**src/rtl/sio_port.sv**
```systemverilog
module sio_port #(
  parameter int DW      = 8,
  parameter int TC_CLKS = 4
) (
  input  logic          clk,
  input  logic          rst_n,
  input  logic          cfg_we,
  input  logic          cfg_enable,
  input  logic          cfg_drive_so,
  input  logic          cfg_int_clk,
  input  logic [1:0]    cfg_rate,
  input  logic          cfg_irq_en,
  input  logic          dat_we,
  input  logic [DW-1:0] dat_wdata,
  input  logic          busy_we,
  input  logic          busy_wdata,
  input  logic          sin,
  input  logic          sk_in,
  output logic          so,
  output logic          so_oe,
  output logic          sk_out,
  output logic          sk_oe,
  output logic          busy,
  output logic [DW-1:0] rx_data,
  output logic          irq
);
  localparam int HW = $clog2(4 * TC_CLKS + 1);
  localparam int CW = $clog2(DW + 1);

  logic          en_q, drv_q, int_q, irq_en_q;
  logic [1:0]    rate_q;
  logic [DW-1:0] sr_q;
  logic          in_q, sck_q, busy_q, irq_q;
  logic [HW-1:0] div_q, half;
  logic [CW-1:0] bit_q;
  logic [2:0]    sync_q;

  always_comb begin
    case (rate_q)
      2'b00:   half = HW'(TC_CLKS);
      2'b01:   half = HW'(2 * TC_CLKS);
      default: half = HW'(4 * TC_CLKS);
    endcase
  end

  wire run      = busy_q & en_q & ~busy_we;
  wire tick     = run & int_q & (div_q == half - 1'b1);
  wire ext_rise = sync_q[1] & ~sync_q[2];
  wire ext_fall = ~sync_q[1] & sync_q[2];
  wire rise_ev  = run & (int_q ? (tick & ~sck_q) : ext_rise);
  wire fall_ev  = run & (int_q ? (tick & sck_q) : ext_fall);
  wire last     = fall_ev & (bit_q == CW'(DW - 1));
  wire start    = busy_we & busy_wdata & ~busy_q;

  always_ff @(posedge clk or negedge rst_n) begin
    if (!rst_n) begin
      en_q <= 1'b0; drv_q <= 1'b0; int_q <= 1'b0; rate_q <= 2'b00; irq_en_q <= 1'b0;
    end else if (cfg_we) begin
      en_q <= cfg_enable; drv_q <= cfg_drive_so; int_q <= cfg_int_clk;
      rate_q <= cfg_rate; irq_en_q <= cfg_irq_en;
    end
  end

  always_ff @(posedge clk or negedge rst_n) begin
    if (!rst_n) sync_q <= '0;
    else        sync_q <= {sync_q[1:0], sk_in};
  end

  always_ff @(posedge clk or negedge rst_n) begin
    if (!rst_n) begin
      busy_q <= 1'b0; sck_q <= 1'b0; irq_q <= 1'b0; in_q <= 1'b0;
      div_q <= '0; bit_q <= '0;
    end else begin
      irq_q <= 1'b0;
      if (busy_we) begin
        busy_q <= busy_wdata;
        if (!busy_wdata) sck_q <= 1'b0;
        if (start) begin
          div_q <= '0; bit_q <= '0; sck_q <= 1'b0;
        end
      end else begin
        if (!en_q) sck_q <= 1'b0;
        if (run && int_q) div_q <= tick ? '0 : div_q + 1'b1;
        if (tick) sck_q <= ~sck_q;
        if (rise_ev) in_q <= sin;
        if (fall_ev) bit_q <= bit_q + 1'b1;
        if (last) begin
          busy_q <= 1'b0; irq_q <= irq_en_q; bit_q <= '0;
        end
      end
    end
  end

  always_ff @(posedge clk or negedge rst_n) begin
    if (!rst_n)       sr_q <= '0;
    else if (dat_we)  sr_q <= dat_wdata;
    else if (fall_ev) sr_q <= {sr_q[DW-2:0], in_q};
  end

  assign so      = sr_q[DW-1];
  assign so_oe   = en_q & drv_q;
  assign sk_out  = sck_q;
  assign sk_oe   = en_q & int_q;
  assign busy    = busy_q;
  assign rx_data = sr_q;
  assign irq     = irq_q;

  p_idle_low_r4: assert property (@(posedge clk) disable iff (!rst_n)
    !busy_q |-> !sck_q);
  p_irq_at_end_r6: assert property (@(posedge clk) disable iff (!rst_n)
    irq_q |-> $fell(busy_q));
  p_bit_bound_r5: assert property (@(posedge clk) disable iff (!rst_n)
    bit_q <= CW'(DW - 1));
  p_clk_master_r3: assert property (@(posedge clk) disable iff (!rst_n)
    $rose(sck_q) |-> $past(int_q) && $past(busy_q));
  p_abort_r7: assert property (@(posedge clk) disable iff (!rst_n)
    (busy_we && !busy_wdata) |=> !busy_q && !irq_q && !sck_q);
  p_off_hold_r9: assert property (@(posedge clk) disable iff (!rst_n)
    (!en_q && !dat_we) |=> $stable(sr_q));
endmodule

```
**config.mk**
```make
export PLATFORM = sky130hd
export DESIGN_NAME = sio_port
export DESIGN_NICKNAME = d
export VERILOG_FILES = /design/src/rtl/sio_port.sv
export SDC_FILE = /design/constraint.sdc
export NUM_CORES = 1
export LEC_CHECK = 0
export BUFFER_PORTS_ARGS = -buffer_cell sky130_fd_sc_hd__buf_2
export CAP_MARGIN = 20
export CORE_MARGIN = 3
export CORE_UTILIZATION = 44
export DETAILED_ROUTE_END_ITERATION = 12
export GPL_TIMING_DRIVEN = 0
export PLACE_DENSITY_LB_ADDON = 0.15
export SLEW_MARGIN = 20
export SYNTH_ARGS = -nofsm -noshare
export SYNTH_HDL_FRONTEND = slang
export SYNTH_SLANG_ARGS = --single-unit
```
**constraint.sdc**
```tcl
create_clock -name clk -period 6.5 [get_ports clk]
set_clock_uncertainty 0.05 [all_clocks]
set_input_delay 0.325 -clock clk [delete_from_list [all_inputs] [get_ports clk]]
set_output_delay 0.325 -clock clk [all_outputs]
set_load 0.005 [all_outputs]
```
-- After elaboration in Yosys (flattened, before gate mapping)
Index checks and enable logic that the tools add are counted.
- flip-flop bits (word level): 30
- word-level logic and storage cells: 74
- eq/ne operators: 6
- muxes and demuxes: 22
- bitwise gates (word level): 20
- reduce and logical (&&, ||, !) cells: 10
- add/sub/neg operators: 3
- operators with widths (kind ; count):
    $mux W5 ; 4
    $mux W4 ; 4
    $mux W8 ; 2
    $and A1 B1 Y1 ; 15
    $mux W1 ; 11
    $pmux W5 S2 ; 1
    $reduce_and A2 Y1 ; 4
    $ne A3 B2 Y1 const B ; 2
    $reduce_bool A2 Y1 ; 3
    $add A5 B1 Y5 const B ; 1
    $eq A5 B5 Y1 ; 1
    $not A1 Y1 ; 5
    $sub A5 B1 Y5 const B ; 1
    $add A4 B1 Y4 const B ; 1
    $eq A4 B3 Y1 const B ; 1
    $reduce_bool A3 Y1 ; 1
    $eq A2 B1 Y1 const B ; 1
    $logic_not A2 Y1 ; 1
    $ne A2 B1 Y1 const B ; 1
    $logic_and A1 B1 Y1 ; 1

-- Logic depth before layout (Yosys ltp)
- depth after elaboration: 11
- mapped depth: 8
- depth with buffers taken out: 7

-- Worst setup path before layout
OpenSTA, ideal clock, no wires.
- path type: reg2reg
- start: reg rate_q[0]
- end: reg sr_q[0] (netlist: rx_data[0])
- path buffers: 1
- cell stages (with the launch flop): 9
- arrival: 2.215 ns
- period minus slack after synthesis: 2.388 ns
- data required time: 6.327 ns
- slack: 4.112 ns
- cell sequence: dfrtp_1 -> or2_2 -> ha_1 -> xnor3_1 -> o2111a_2 -> nand2_4 -> or3_1 -> buf_2 -> o221a_1
- cells in the longest elaborated chain, start to end: 9
- ends and longest elaborated chain (element ; RTL line ; RTL):
    from (decl) ; 31 ; logic [1:0] rate_q;
    from (signal assigned) ; 60 ; rate_q <= cfg_rate; irq_en_q <= cfg_irq_en;
    $eq A2 B1 Y1 / $logic_not A2 Y1 (equally long branches) ; 39 ; case (rate_q)
    $pmux W5 S2 (*) ; 39 ;
    $sub A5 B1 Y5 (*) ; 47 ; wire tick = run & int_q & (div_q == half - 1'b1);
    $eq A5 B5 Y1 (*) ; 47 ;
    $and A1 B1 Y1 (*) ; 47 ;
    $and A1 B1 Y1 (*) ; 51 ; wire fall_ev = run & (int_q ? (tick & sck_q) : ext_fall);
    $mux W1 (*) ; 51 ;
    $and A1 B1 Y1 (*) ; 51 ;
    $reduce_bool A2 Y1 (no line) (*) ; - ;
    to (signal assigned) ; 96 ; else if (dat_we) sr_q <= dat_wdata;
    to (signal assigned) ; 97 ; else if (fall_ev) sr_q <= {sr_q[DW-2:0], in_q};
    to (decl) ; 32 ; logic [DW-1:0] sr_q;
Every way passes the cells marked *; elsewhere a longest branch is shown, timed or not.
A chain may end at the register's enable or synchronous reset.

-- Worst setup path after layout
- start: reg rate_q[0]
- end: reg sr_q[4] (netlist: rx_data[4])
Same word-level chain as after synthesis.

==> impl_metrics.json <==
{
  "io_buffers": 34,
  "async_reset_ff_frac": 1.00,
  "synth_area_mm2": 0.00165,
  "dp_cells": 242,
  "viasPerCell": 5.76,
  "grt_pass1_vias": 1397,
  "ys_seq_elements": 30,
  "crit_path_end_kind": "flip-flop",
  "grt_first_pass_wirelength_um": 6420,
  "clkLatencyLatePin_ns": 0.28,
  "syn-num-nets": 188,
  "rsz0062_at_grt": "false",
  "dr.pass1.iters": 4,
  "critPathLaunchType": "flip-flop",
  "power_uw": 506,
  "ios": 36,
  "timing.slew.headroom": 0.539,
  "worst_slew_pin_slew_ns": 0.691,
  "crit_path_top_delay_cell": "dfrtp_1",
  "track_usage": 0.190,
  "maxCapViolCount": 0,
  "ant_nets": 0,
  "dp_hpwl_um": 2750,
  "worstPathMaxFanout": 7,
  "drc": 0,
  "num_vias": 1440,
  "p_leak_nw": 0.910,
  "core_area_mm2": 0.00347,
  "hold_class": "in2async",
  "layout_worst_path_cycle_share": 0.394,
  "status": "finished clean",
  "wl_um": 3800,
  "finalSetupViolations": 0,
  "ir_drop_mv": 0.134,
  "nets": 229,
  "placed_area_mm2": 0.00188,
  "fin_area_mm2": 0.00198,
  "fillers": 343,
  "fin_cells": 250,
  "cts_tree": "done",
  "die_h_um": 67.2,
  "synth.distinct_cells": 44,
  "cp.required_ns": 6.62,
  "cts.repair.resized": 0,
  "yosysWarningCount": 0,
  "die_w_um": 67.2,
  "hold_buffers": 0,
  "crit_arrival_ns": 2.68,
  "r2r-start": "rate_q[0]",
  "antenna_cells": 0,
  "syn_inst": 162,
  "post_drt_wl_per_cell_um": 15.2,
  "syn_area_per_cell_um2": 10.2,
  "slew_violations": 0,
  "final_common_cell": "buf_2",
  "cts_setup_buffers": 0,
  "yosys.area_share.simple": 0.210,
  "synth_adder_area_share": 0.0304,
  "clk_path_buf_depth": 2,
  "synth_area_leaders": "dfrtp_1, mux2_2, o221a_1",
  "cp_slowest_stage_delay_ns": 0.41,
  "grt_antenna_before_repair": 0,
  "start_util": 0.475,
  "final.setup.tns_ns": 0,
  "fmax_ghz": 0.390,
  "seq_area_frac_synth": 0.456,
  "final_cell_mix": "buf_2, dfrtp_1, nor2_1, nand2_1, nor3_1",
  "final_layout_size_suffix_gt1_frac": 0.265,
  "synth_compound_area_frac": 0.195,
  "path_class": "reg2reg",
  "h-tree-depth": 2,
  "cts_root_buf": "clkbuf_8",
  "synth_top_family_by_area": "simple AND/OR/NAND/NOR gates",
  "final_hold_viol_count": 0,
  "drt_iter0_markers": 124,
  "grt_overflow": 0,
  "synth.top_cell.area_share": 0.456,
  "regToRegEndpoint": "rx_data[4]",
  "synth.mux.area_fraction": 0.0600,
  "routabilityCongestion": 0.833,
  "power.density_mw_per_mm2": 255,
  "grt_max_degree": 31,
  "synth-edff-count": 0,
  "r2r_cells": 8,
  "ys.flop_type": "dfrtp_1",
  "synth-xor-area-share": 0.0190,
  "path_cells": "or2_2, ha_1, xnor3_1, o2111a_2, nand2_4, or3_1, buf_2, o221a_1",
  "placementRows": 21,
  "r2r_setup_slack_ns": 3.94,
  "period_minus_slack_ns": 2.56,
  "yosys.area.top_type": "dfrtp_1",
  "area_growth_pct": 20.4,
  "clk_pin_slew_worst_paths_ns": 0.07,
  "fin_util": 0.572,
  "cts_buffers": 5,
  "clock-sinks": 30,
  "dieArea_mm2": 0.00452
}
flip-flops by register name (all words and copies together) (netlist names):
register / flops
rx_data: 8
div_q: 5
bit_q: 4
sync_q: 3
rate_q: 2
busy: 1
drv_q: 1
en_q: 1
in_q: 1
int_q: 1
irq: 1
irq_en_q: 1
sk_out: 1
how the worst max path moves through the flow:
stage              start    endpoint  slack [ns]  cells after the start
5_1_grt        rate_q[0]  rx_data[4]        3.81                      8
2_1_floorplan  rate_q[0]  rx_data[0]        4.11                      8
3_5_place_dp   rate_q[0]  rx_data[1]        3.92                      8
3_3_place_gp   rate_q[0]  rx_data[1]        3.99                      8
4_1_cts        rate_q[0]  rx_data[4]        3.93                      8
6_report       rate_q[0]  rx_data[4]        3.94                      8
synth_stat cells (3+ instances only):
library cell   n
o221a_1        7
and2_1         3
dfrtp_1       30
mux2_2         7
o21ai_0        6
nand2b_1       3
a22o_1         3
nor3_1        10
o31ai_1        7
nor2_1        13
nand2_1       12
nand3_1        5
ha_1           4
clkbuf_1       7
or3_1          3
a21oi_1        4
and3b_1        3
a31oi_1        3
power by group:
group / leakage [nW] / internal (mW) / switching (mW)
combinational: 0.478 / 0.0471 / 0.0433
sequential: 0.374 / 0.208 / 0.0240
clock: 0.0579 / 0.113 / 0.0714
total: 0.910 / 0.368 / 0.139
critical path: cells and delay by family (launching register included):
| kind | cells | cell delay [ns] |
|---|---|---|
| xor+xnor | 1 | 0.30 |
| simple gates | 3 | 0.76 |
| buf+inv | 1 | 0.17 |
| fa+ha+maj | 1 | 0.22 |
| compound gates | 2 | 0.53 |
| flops | 1 | 0.41 |
metrics by stage:
stage	hold slack, ns	worst slack, ns
after floorplan	-0.0206	4.11
after global placement	0.284	3.99
after detailed placement	0.293	3.92
after CTS	0.0500	3.93
after global routing	0.0776	3.81
final	0.0310	3.94
cell families (layout without fill, tap and decap cells):
kind of cell,count (synthesis),in the layout
buffers and inverters,12,54
muxes,9,9
and+or+nand+nor,64,64
adders and majority gates,4,4
AOI/OAI and AO/OA,41,41
xor gates and xnor gates,2,2
DFF,30,30
cell type report:
cell class	instances	area [um^2]	share of cell area
multi-input cells	120	847	0.427
flip-flops and latches	30	751	0.378
clock inverters	3	40.0	0.0202
clock buffers	5	68.8	0.0347
repair buffers	34	170	0.0858
well taps	46	57.6	0.0290
plain buffers	10	42.5	0.0214
inverters	2	7.51	0.00378
routing by layer:
metal | part of all wire | GRT usage | vias to the layer above
met1 | 0.46 | 0.247 | 693
met3 | 0.070 | 0.0549 | 4
met4 | 0.0074 | 0.0582 | 0
li1 | - | - | 694
met2 | 0.46 | 0.306 | 49
met5 | 0 | 0 | -
No activity file was read; power rests on OpenSTA's default activity.
